===== src/rtl/sdiv_pkg.sv =====
// Package for the multi-width signed divider.
// Holds the operand size codes, the control phases and the widest operand width.
// Assumes the widest operand width is 64 bits, since the four size codes are fixed.
package sdiv_pkg;
    localparam int unsigned MAX_W = 64;
    localparam int unsigned DBL_W = 2 * MAX_W;
    localparam int unsigned CNT_W = $clog2(DBL_W + 1);

    typedef enum logic [1:0] {
        SZ_8  = 2'd0,
        SZ_16 = 2'd1,
        SZ_32 = 2'd2,
        SZ_64 = 2'd3
    } opsize_e;

    typedef enum logic [1:0] {
        PH_IDLE = 2'd0,
        PH_RUN  = 2'd1,
        PH_WB   = 2'd2
    } phase_e;
endpackage


===== src/rtl/sdiv_prep.sv =====
// Operand preparation.
// Builds the sign-extended dividend and divisor for the selected width and takes their
// signs and magnitudes. It left-aligns the dividend magnitude so the shift core always
// starts from the top bit, and it gives the number of steps (twice the width).
// Assumes MAX_W is 64. Purely combinational.
module sdiv_prep
    import sdiv_pkg::*;
(
    input  opsize_e            size,
    input  logic [MAX_W-1:0]   hi,
    input  logic [MAX_W-1:0]   lo,
    input  logic [MAX_W-1:0]   dvs,
    output logic               dvd_neg,
    output logic               dvs_neg,
    output logic               dvs_zero,
    output logic [DBL_W-1:0]   dvd_aligned,
    output logic [MAX_W-1:0]   dvs_mag,
    output logic [CNT_W-1:0]   steps
);
    localparam int unsigned SH_8  = DBL_W - 16;
    localparam int unsigned SH_16 = DBL_W - 32;
    localparam int unsigned SH_32 = DBL_W - 64;

    logic [DBL_W-1:0] dvd_ext;
    logic [MAX_W-1:0] dvs_ext;
    logic [DBL_W-1:0] dvd_mag;
    logic [6:0]       shamt;

    // Widen dividend and divisor from the selected width, and pick the alignment and step count.
    always_comb begin
        unique case (size)
            SZ_8: begin
                dvd_ext = {{(DBL_W-16){lo[15]}}, lo[15:0]};
                dvs_ext = {{(MAX_W-8){dvs[7]}}, dvs[7:0]};
                shamt   = 7'(SH_8);
                steps   = CNT_W'(16);
            end
            SZ_16: begin
                dvd_ext = {{(DBL_W-32){hi[15]}}, hi[15:0], lo[15:0]};
                dvs_ext = {{(MAX_W-16){dvs[15]}}, dvs[15:0]};
                shamt   = 7'(SH_16);
                steps   = CNT_W'(32);
            end
            SZ_32: begin
                dvd_ext = {{(DBL_W-64){hi[31]}}, hi[31:0], lo[31:0]};
                dvs_ext = {{(MAX_W-32){dvs[31]}}, dvs[31:0]};
                shamt   = 7'(SH_32);
                steps   = CNT_W'(64);
            end
            default: begin
                dvd_ext = {hi, lo};
                dvs_ext = dvs;
                shamt   = 7'd0;
                steps   = CNT_W'(DBL_W);
            end
        endcase
    end

    // Signs, magnitudes and the left-aligned dividend.
    always_comb begin
        dvd_neg     = dvd_ext[DBL_W-1];
        dvs_neg     = dvs_ext[MAX_W-1];
        dvs_zero    = (dvs_ext == '0);
        dvd_mag     = dvd_neg ? (~dvd_ext + 1'b1) : dvd_ext;
        dvs_mag     = dvs_neg ? (~dvs_ext + 1'b1) : dvs_ext;
        dvd_aligned = dvd_mag << shamt;
    end
endmodule


===== src/rtl/sdiv_core.sv =====
// Restoring divide core on unsigned magnitudes.
// Each active cycle shifts one dividend bit into the partial remainder, tries a subtract,
// and shifts the resulting quotient bit in at the bottom. After `steps` cycles the quotient
// magnitude fills the double-width register and the partial remainder is the remainder.
// Assumes the divisor is nonzero, and that the dividend is left-aligned so the first step
// sees its top bit.
module sdiv_core
    import sdiv_pkg::*;
(
    input  logic               clk,
    input  logic               rst_n,
    input  logic               load,
    input  logic [DBL_W-1:0]   dvd_aligned,
    input  logic [MAX_W-1:0]   dvs_mag,
    input  logic [CNT_W-1:0]   steps,
    output logic               last,
    output logic [DBL_W-1:0]   quo_mag,
    output logic [MAX_W-1:0]   rem_mag
);
    logic [MAX_W-1:0] part_q;
    logic [DBL_W-1:0] acc_q;
    logic [MAX_W-1:0] dsr_q;
    logic [CNT_W-1:0] cnt_q;

    logic [MAX_W:0]   shifted;
    logic [MAX_W+1:0] trial;
    logic             fits;
    logic             active;

    // One trial subtraction of the divisor from the shifted partial remainder.
    always_comb begin
        shifted = {part_q, acc_q[DBL_W-1]};
        trial   = {1'b0, shifted} - {2'b00, dsr_q};
        fits    = ~trial[MAX_W+1];
        active  = (cnt_q != '0);
        last    = (cnt_q == CNT_W'(1));
    end

    // Load the operands or advance one step.
    always_ff @(posedge clk) begin
        if (!rst_n) begin
            part_q <= '0;
            acc_q  <= '0;
            dsr_q  <= '0;
            cnt_q  <= '0;
        end else if (load) begin
            part_q <= '0;
            acc_q  <= dvd_aligned;
            dsr_q  <= dvs_mag;
            cnt_q  <= steps;
        end else if (active) begin
            part_q <= fits ? trial[MAX_W-1:0] : shifted[MAX_W-1:0];
            acc_q  <= {acc_q[DBL_W-2:0], fits};
            cnt_q  <= cnt_q - 1'b1;
        end
    end

    assign quo_mag = acc_q;
    assign rem_mag = part_q;
endmodule


===== src/rtl/sdiv_fixup.sv =====
// Sign fix-up and range check.
// Applies the result signs to the magnitude quotient and remainder. It flags overflow when
// the double-width quotient magnitude is outside the signed range of the selected width:
// up to 2^(W-1) is allowed for a negative result, and up to 2^(W-1)-1 for a positive one.
// Purely combinational. Assumes the remainder magnitude is below the divisor magnitude.
module sdiv_fixup
    import sdiv_pkg::*;
(
    input  opsize_e            size,
    input  logic               q_neg,
    input  logic               r_neg,
    input  logic [DBL_W-1:0]   quo_mag,
    input  logic [MAX_W-1:0]   rem_mag,
    output logic [MAX_W-1:0]   quot,
    output logic [MAX_W-1:0]   rem,
    output logic               ovf
);
    logic [DBL_W-1:0] limit;
    logic [DBL_W-1:0] q_signed;

    // Magnitude of the most negative value for the selected width.
    always_comb begin
        unique case (size)
            SZ_8:    limit = DBL_W'(1) << 7;
            SZ_16:   limit = DBL_W'(1) << 15;
            SZ_32:   limit = DBL_W'(1) << 31;
            default: limit = DBL_W'(1) << (MAX_W - 1);
        endcase
    end

    // Range check on the full magnitude, then apply the signs.
    always_comb begin
        ovf      = q_neg ? (quo_mag > limit) : (quo_mag >= limit);
        q_signed = q_neg ? (~quo_mag + 1'b1) : quo_mag;
        quot     = q_signed[MAX_W-1:0];
        rem      = r_neg ? (~rem_mag + 1'b1) : rem_mag;
    end
endmodule


===== src/rtl/sdiv_multi.sv =====
// Multi-width signed divider, top level.
// Accepts a request while idle, samples the operands and signs, and runs the divide core
// for twice the operand width. It then writes back a sign-corrected result or raises the
// error output. A zero divisor skips the core and completes on the next cycle.
// Assumes synchronous active-low reset and a single clock.
module sdiv_multi
    import sdiv_pkg::*;
(
    input  logic        clk,
    input  logic        rst_n,
    input  logic        start,
    input  logic [1:0]  size_sel,
    input  logic [63:0] dvd_hi,
    input  logic [63:0] dvd_lo,
    input  logic [63:0] divisor,
    output logic        busy,
    output logic        done,
    output logic        div_err,
    output logic [63:0] quot,
    output logic [63:0] rem
);
    phase_e           phase_q;
    opsize_e          size_q;
    logic             qneg_q;
    logic             rneg_q;
    logic             zero_q;
    logic             done_q;
    logic             err_q;
    logic [MAX_W-1:0] quot_q;
    logic [MAX_W-1:0] rem_q;

    opsize_e          size_in;
    logic             accept;
    logic             p_dvd_neg;
    logic             p_dvs_neg;
    logic             p_dvs_zero;
    logic [DBL_W-1:0] p_dvd_al;
    logic [MAX_W-1:0] p_dvs_mag;
    logic [CNT_W-1:0] p_steps;
    logic             c_last;
    logic [DBL_W-1:0] c_quo;
    logic [MAX_W-1:0] c_rem;
    logic [MAX_W-1:0] f_quot;
    logic [MAX_W-1:0] f_rem;
    logic             f_ovf;
    logic             wb_err;

    // Decode the request.
    always_comb begin
        size_in = opsize_e'(size_sel);
        accept  = start && (phase_q == PH_IDLE);
        wb_err  = zero_q || f_ovf;
    end

    sdiv_prep u_prep (
        .size        (size_in),
        .hi          (dvd_hi),
        .lo          (dvd_lo),
        .dvs         (divisor),
        .dvd_neg     (p_dvd_neg),
        .dvs_neg     (p_dvs_neg),
        .dvs_zero    (p_dvs_zero),
        .dvd_aligned (p_dvd_al),
        .dvs_mag     (p_dvs_mag),
        .steps       (p_steps)
    );

    sdiv_core u_core (
        .clk         (clk),
        .rst_n       (rst_n),
        .load        (accept && !p_dvs_zero),
        .dvd_aligned (p_dvd_al),
        .dvs_mag     (p_dvs_mag),
        .steps       (p_steps),
        .last        (c_last),
        .quo_mag     (c_quo),
        .rem_mag     (c_rem)
    );

    sdiv_fixup u_fix (
        .size    (size_q),
        .q_neg   (qneg_q),
        .r_neg   (rneg_q),
        .quo_mag (c_quo),
        .rem_mag (c_rem),
        .quot    (f_quot),
        .rem     (f_rem),
        .ovf     (f_ovf)
    );

    // Control sequence: accept, iterate, write back.
    always_ff @(posedge clk) begin
        if (!rst_n) begin
            phase_q <= PH_IDLE;
            size_q  <= SZ_8;
            qneg_q  <= 1'b0;
            rneg_q  <= 1'b0;
            zero_q  <= 1'b0;
            done_q  <= 1'b0;
            err_q   <= 1'b0;
            quot_q  <= '0;
            rem_q   <= '0;
        end else begin
            done_q <= 1'b0;
            unique case (phase_q)
                PH_IDLE: begin
                    if (start) begin
                        size_q  <= size_in;
                        qneg_q  <= p_dvd_neg ^ p_dvs_neg;
                        rneg_q  <= p_dvd_neg;
                        zero_q  <= p_dvs_zero;
                        phase_q <= p_dvs_zero ? PH_WB : PH_RUN;
                    end
                end
                PH_RUN: begin
                    if (c_last) phase_q <= PH_WB;
                end
                default: begin
                    done_q  <= 1'b1;
                    err_q   <= wb_err;
                    if (!wb_err) begin
                        quot_q <= f_quot;
                        rem_q  <= f_rem;
                    end
                    phase_q <= PH_IDLE;
                end
            endcase
        end
    end

    assign busy    = (phase_q != PH_IDLE);
    assign done    = done_q;
    assign div_err = err_q;
    assign quot    = quot_q;
    assign rem     = rem_q;
endmodule


===== config.mk =====
export PLATFORM = sky130hd
export DESIGN_NAME = sdiv_multi
export DESIGN_NICKNAME = d
export VERILOG_FILES = /design/src/rtl/sdiv_pkg.sv /design/src/rtl/sdiv_prep.sv /design/src/rtl/sdiv_core.sv /design/src/rtl/sdiv_fixup.sv /design/src/rtl/sdiv_multi.sv
export SDC_FILE = /design/constraint.sdc
export NUM_CORES = 2
export LEC_CHECK = 0
export BUFFER_PORTS_ARGS = -buffer_cell sky130_fd_sc_hd__buf_2
export CAP_MARGIN = 20
export CORE_MARGIN = 3
export CORE_UTILIZATION = 40
export DETAILED_ROUTE_END_ITERATION = 7
export RECOVER_POWER = 100
export SLEW_MARGIN = 20
export SYNTH_ARGS = -nofsm -noshare
export SYNTH_HDL_FRONTEND = slang
export SYNTH_HIERARCHICAL = 1
export SYNTH_SLANG_ARGS = --single-unit
export TNS_END_PERCENT = 50

===== constraint.sdc =====
create_clock -name clk -period 5.5 [get_ports clk]
set_input_delay 0.825 -clock clk [delete_from_list [all_inputs] [get_ports clk]]
set_output_delay 0.825 -clock clk [all_outputs]
set_load 0.05 [all_outputs]

==> impl_metrics.env <==
export IMPL_status="complete, but fails checks"
export IMPL_violations="max-capacitance violations, max-slew violations"
export IMPL_tns_ps=0
export IMPL_met3_usage=0.0490
export IMPL_io_buffers=327
export IMPL_dpl_instance_area_um2=36200
export IMPL_p_comb_frac=0.602
export IMPL_yosys_warnings=6
export IMPL_routed_wl_um=157000
export IMPL_final_hold_viol_count=0
export IMPL_synth_cells=4734
export IMPL_arrival_ps=5400
export IMPL_grt_total_usage=0.344
export IMPL_pwr_share_clk=0.187
export IMPL_power_density_nw_per_um2=495
export IMPL_die_area_um2=87700
export IMPL_ant_nets=0
export IMPL_synth_edf_count=0
export IMPL_clock_latency_ps=600
export IMPL_drv_slew=277
export IMPL_io_pins=328
export IMPL_grt_max_degree=161
export IMPL_synth_seq_cells=401
export IMPL_seq_area_frac_synth=0.238
export IMPL_fin_crit_ps=4940
export IMPL_dpl_hpwl_um=120000
export IMPL_start_kind="input pin"
export IMPL_clkTransAtPathRegs_ps=60
export IMPL_netlist_area_um2=33700
export IMPL_htreeDepth=2
export IMPL_finalClockSkew_ps=42.4
export IMPL_ir_drop_uv=353
export IMPL_cts_setup_buffers=0
export IMPL_die_w_um=296
export IMPL_drv_cap=4
export IMPL_start_util=0.407
export IMPL_ys_types=114
export IMPL_cts_resized=0
export IMPL_grt_antenna_before_repair=17
export IMPL_swShare=0.491
export IMPL_drtIter0Drc=4131
export IMPL_fill_cells=8720
export IMPL_worst_pin_slew_ps=2710
export IMPL_syn_avg_cell_area_um2=7.11
export IMPL_ys_flop_type="dfxtp_1"
export IMPL_busiest_layer="met2"
export IMPL_syn2layout_area_growth_pct=12.1
export IMPL_holdBufCountCts=0
export IMPL_grt_pass1_vias=33600
export IMPL_viasPerCell=6.13
export IMPL_drive_gt1_frac=0.114
export IMPL_synth_area_top_cells="dfxtp_1 24%, a21oi_1 7.7%, nand2_1 7.6%"
export IMPL_achievable_frequency_ghz=0.202
export IMPL_tritoncts="built"
export IMPL_cts_root_buf="clkbuf_16"
export IMPL_die_y_um=296
export IMPL_finalCritPeriodShare=0.899
export IMPL_switching_power_mw=9.17
export IMPL_post_drt_wl_per_cell_um=26.2
export IMPL_leakagePower_nw=13.7
export IMPL_synth_most_common_cell="nand2_1"
export IMPL_grt_overflow=0
export IMPL_numClockSinks=401
export IMPL_fin_util=0.456
export IMPL_grt_setup_unrepaired="no"
export IMPL_routed_via_count=36800
export IMPL_clk_path_buf_depth=3
export IMPL_grtUsageMet1=0.456
export IMPL_seq_power_share=0.212
export IMPL_use_met2=0.531
export IMPL_synth_area_leader_cell="dfxtp_1"
export IMPL_cp_data_required_time_ps=5960
export IMPL_fin_nets=5162
export IMPL_drc_errors=0
export IMPL_core_area_um2=82800
export IMPL_finalWeightedCongestion=1.06
export IMPL_ys_async_sr_fraction=0
export IMPL_finish_instance_area_um2=37700
export IMPL_hold_path_class="flip-flop to flip-flop"
export IMPL_whs_ps=452
export IMPL_slew_headroom=-0.807
export IMPL_intPower_mw=9.51
export IMPL_end_kind="flip-flop"
export IMPL_crit_fanout=86
export IMPL_numCtsBuffers=48
export IMPL_synth_top_cell_area_share=0.238
export IMPL_rows=105
export IMPL_synth_top_cells_by_count="679 x nand2_1, 516 x a21oi_1, 401 x dfxtp_1"
export IMPL_firstDrtPassIters=6
export IMPL_finalSetupViolations=0
export IMPL_grt_pass1_wl_um=228000
export IMPL_crit_type="input pin to flip-flop"
-- cell usage in the layout, fill, tap and decap left out, types with 14 or more instances in the layout --
master,netlist,final
nor3b_1,25,25
buf_4,29,126
o221ai_1,14,14
mux2_2,24,24
mux2i_1,124,124
o211ai_1,22,22
nand3_1,197,197
dfxtp_1,401,399
and2_1,25,23
buf_2,54,193
clkbuf_1,240,142
clkbuf_16,0,48
nor2b_1,213,211
xnor2_1,235,235
o41ai_1,39,39
nand4_1,47,47
o21bai_1,15,15
o22ai_1,20,20
a211oi_1,33,33
or4_1,37,37
or2_2,15,15
or3_1,68,68
and3_1,14,14
nand2_1,679,677
o21ai_0,320,352
nor4_1,64,63
a31oi_1,62,62
o31ai_1,78,78
nor2_1,331,331
a311oi_1,22,22
nand2b_1,37,37
inv_1,114,113
xor2_1,94,94
a21oi_1,516,515
nor3_1,87,87
a21o_1,44,44
ha_1,74,74
-- stage by stage --
stage / setup slack (ps) / power [mW] / std cells
6_report: 558 / 18.7 / 6010
5_1_grt: 416 / 19.9 / 6001
4_1_cts: 1300 / 18.5 / 5998
3_5_place_dp: 650 / 15.0 / 5910
3_3_place_gp: 596 / 15.0 / 5910
2_1_floorplan: 1290 / 12.1 / 4737
-- per-layer routing --
metal | part of all wire | vias up
met4 | 0.071 | 2
li1 | - | 17200
met5 | 0.000083 | -
met1 | 0.42 | 17400
met3 | 0.077 | 400
met2 | 0.43 | 1757
-- power by group through the flow --
stage	registers, mW	clock network (mW)	logic [mW]
floorplan	3.72	0	8.39
global placement	3.99	0	11.0
detailed placement	4.00	0	11.0
CTS	3.93	3.56	11.0
global route	4.01	3.66	12.2
finish	3.95	3.49	11.2
-- critical path: stages --
cell	delay (ps)
buf_6	210
clkbuf_4	880
nor3b_1	410
nor3_1	180
nor4_4	590
nand4_2	390
nor3_1	360
clkbuf_1	380
a41oi_1	200
xnor2_1	250
clkbuf_1	210
o21ai_0	130
a21oi_1	160
nor2b_1	50
-- flip-flops by register name, indices dropped and copies added (netlist names) --
name            cells
u_core/cnt_q        8
rem                64
phase_q             2
u_core/rem_mag     64
zero_q              1
done                1
quot               64
u_core/quo_mag    128
qneg_q              1
rneg_q              1
div_err             1
u_core/dsr_q       64
size_q              2
-- final cells by class --
type                    instances  area, µm²  share of cell area
multi-input cells            3853      23600               0.625
flip-flops and latches        401       8030               0.213
repair buffers                470       2610              0.0690
well taps                    1070       1340              0.0355
clock buffers                  61       1320              0.0350
inverters                     116        435              0.0115
clock inverters                27        399              0.0106
diodes                         12       30.0            0.000796
-- cells by family (layout without fill, tap and decap cells) --
kind of cell	Yosys count	in the layout	share of synthesized area
muxes	157	157	0.0505
adders and majority gates	75	75	0.0281
and+or+nand+nor	1916	1916	0.283
AOI/OAI and AO/OA	1372	1372	0.251
other	1	16	0.000111
xor gates and xnor gates	329	329	0.0856
DFF	401	401	0.238
buffers and inverters	483	674	0.0627
-- path summary, 6_finish.rpt --
| check | cells after the start | slack (ps) | to | from |
|---|---|---|---|---|
| worst max-delay path | 14 | 560 | u_core/quo_mag[83] | size_sel[1] |
| worst min-delay path | 2 | 450 | rem[25] | rem[25] |
| worst max register to register | 9 | 970 | quot[62] | u_core/quo_mag[22] |
| worst min register to register | 2 | 450 | rem[25] | rem[25] |
Note: power is estimated with default switching activity, not from simulation.
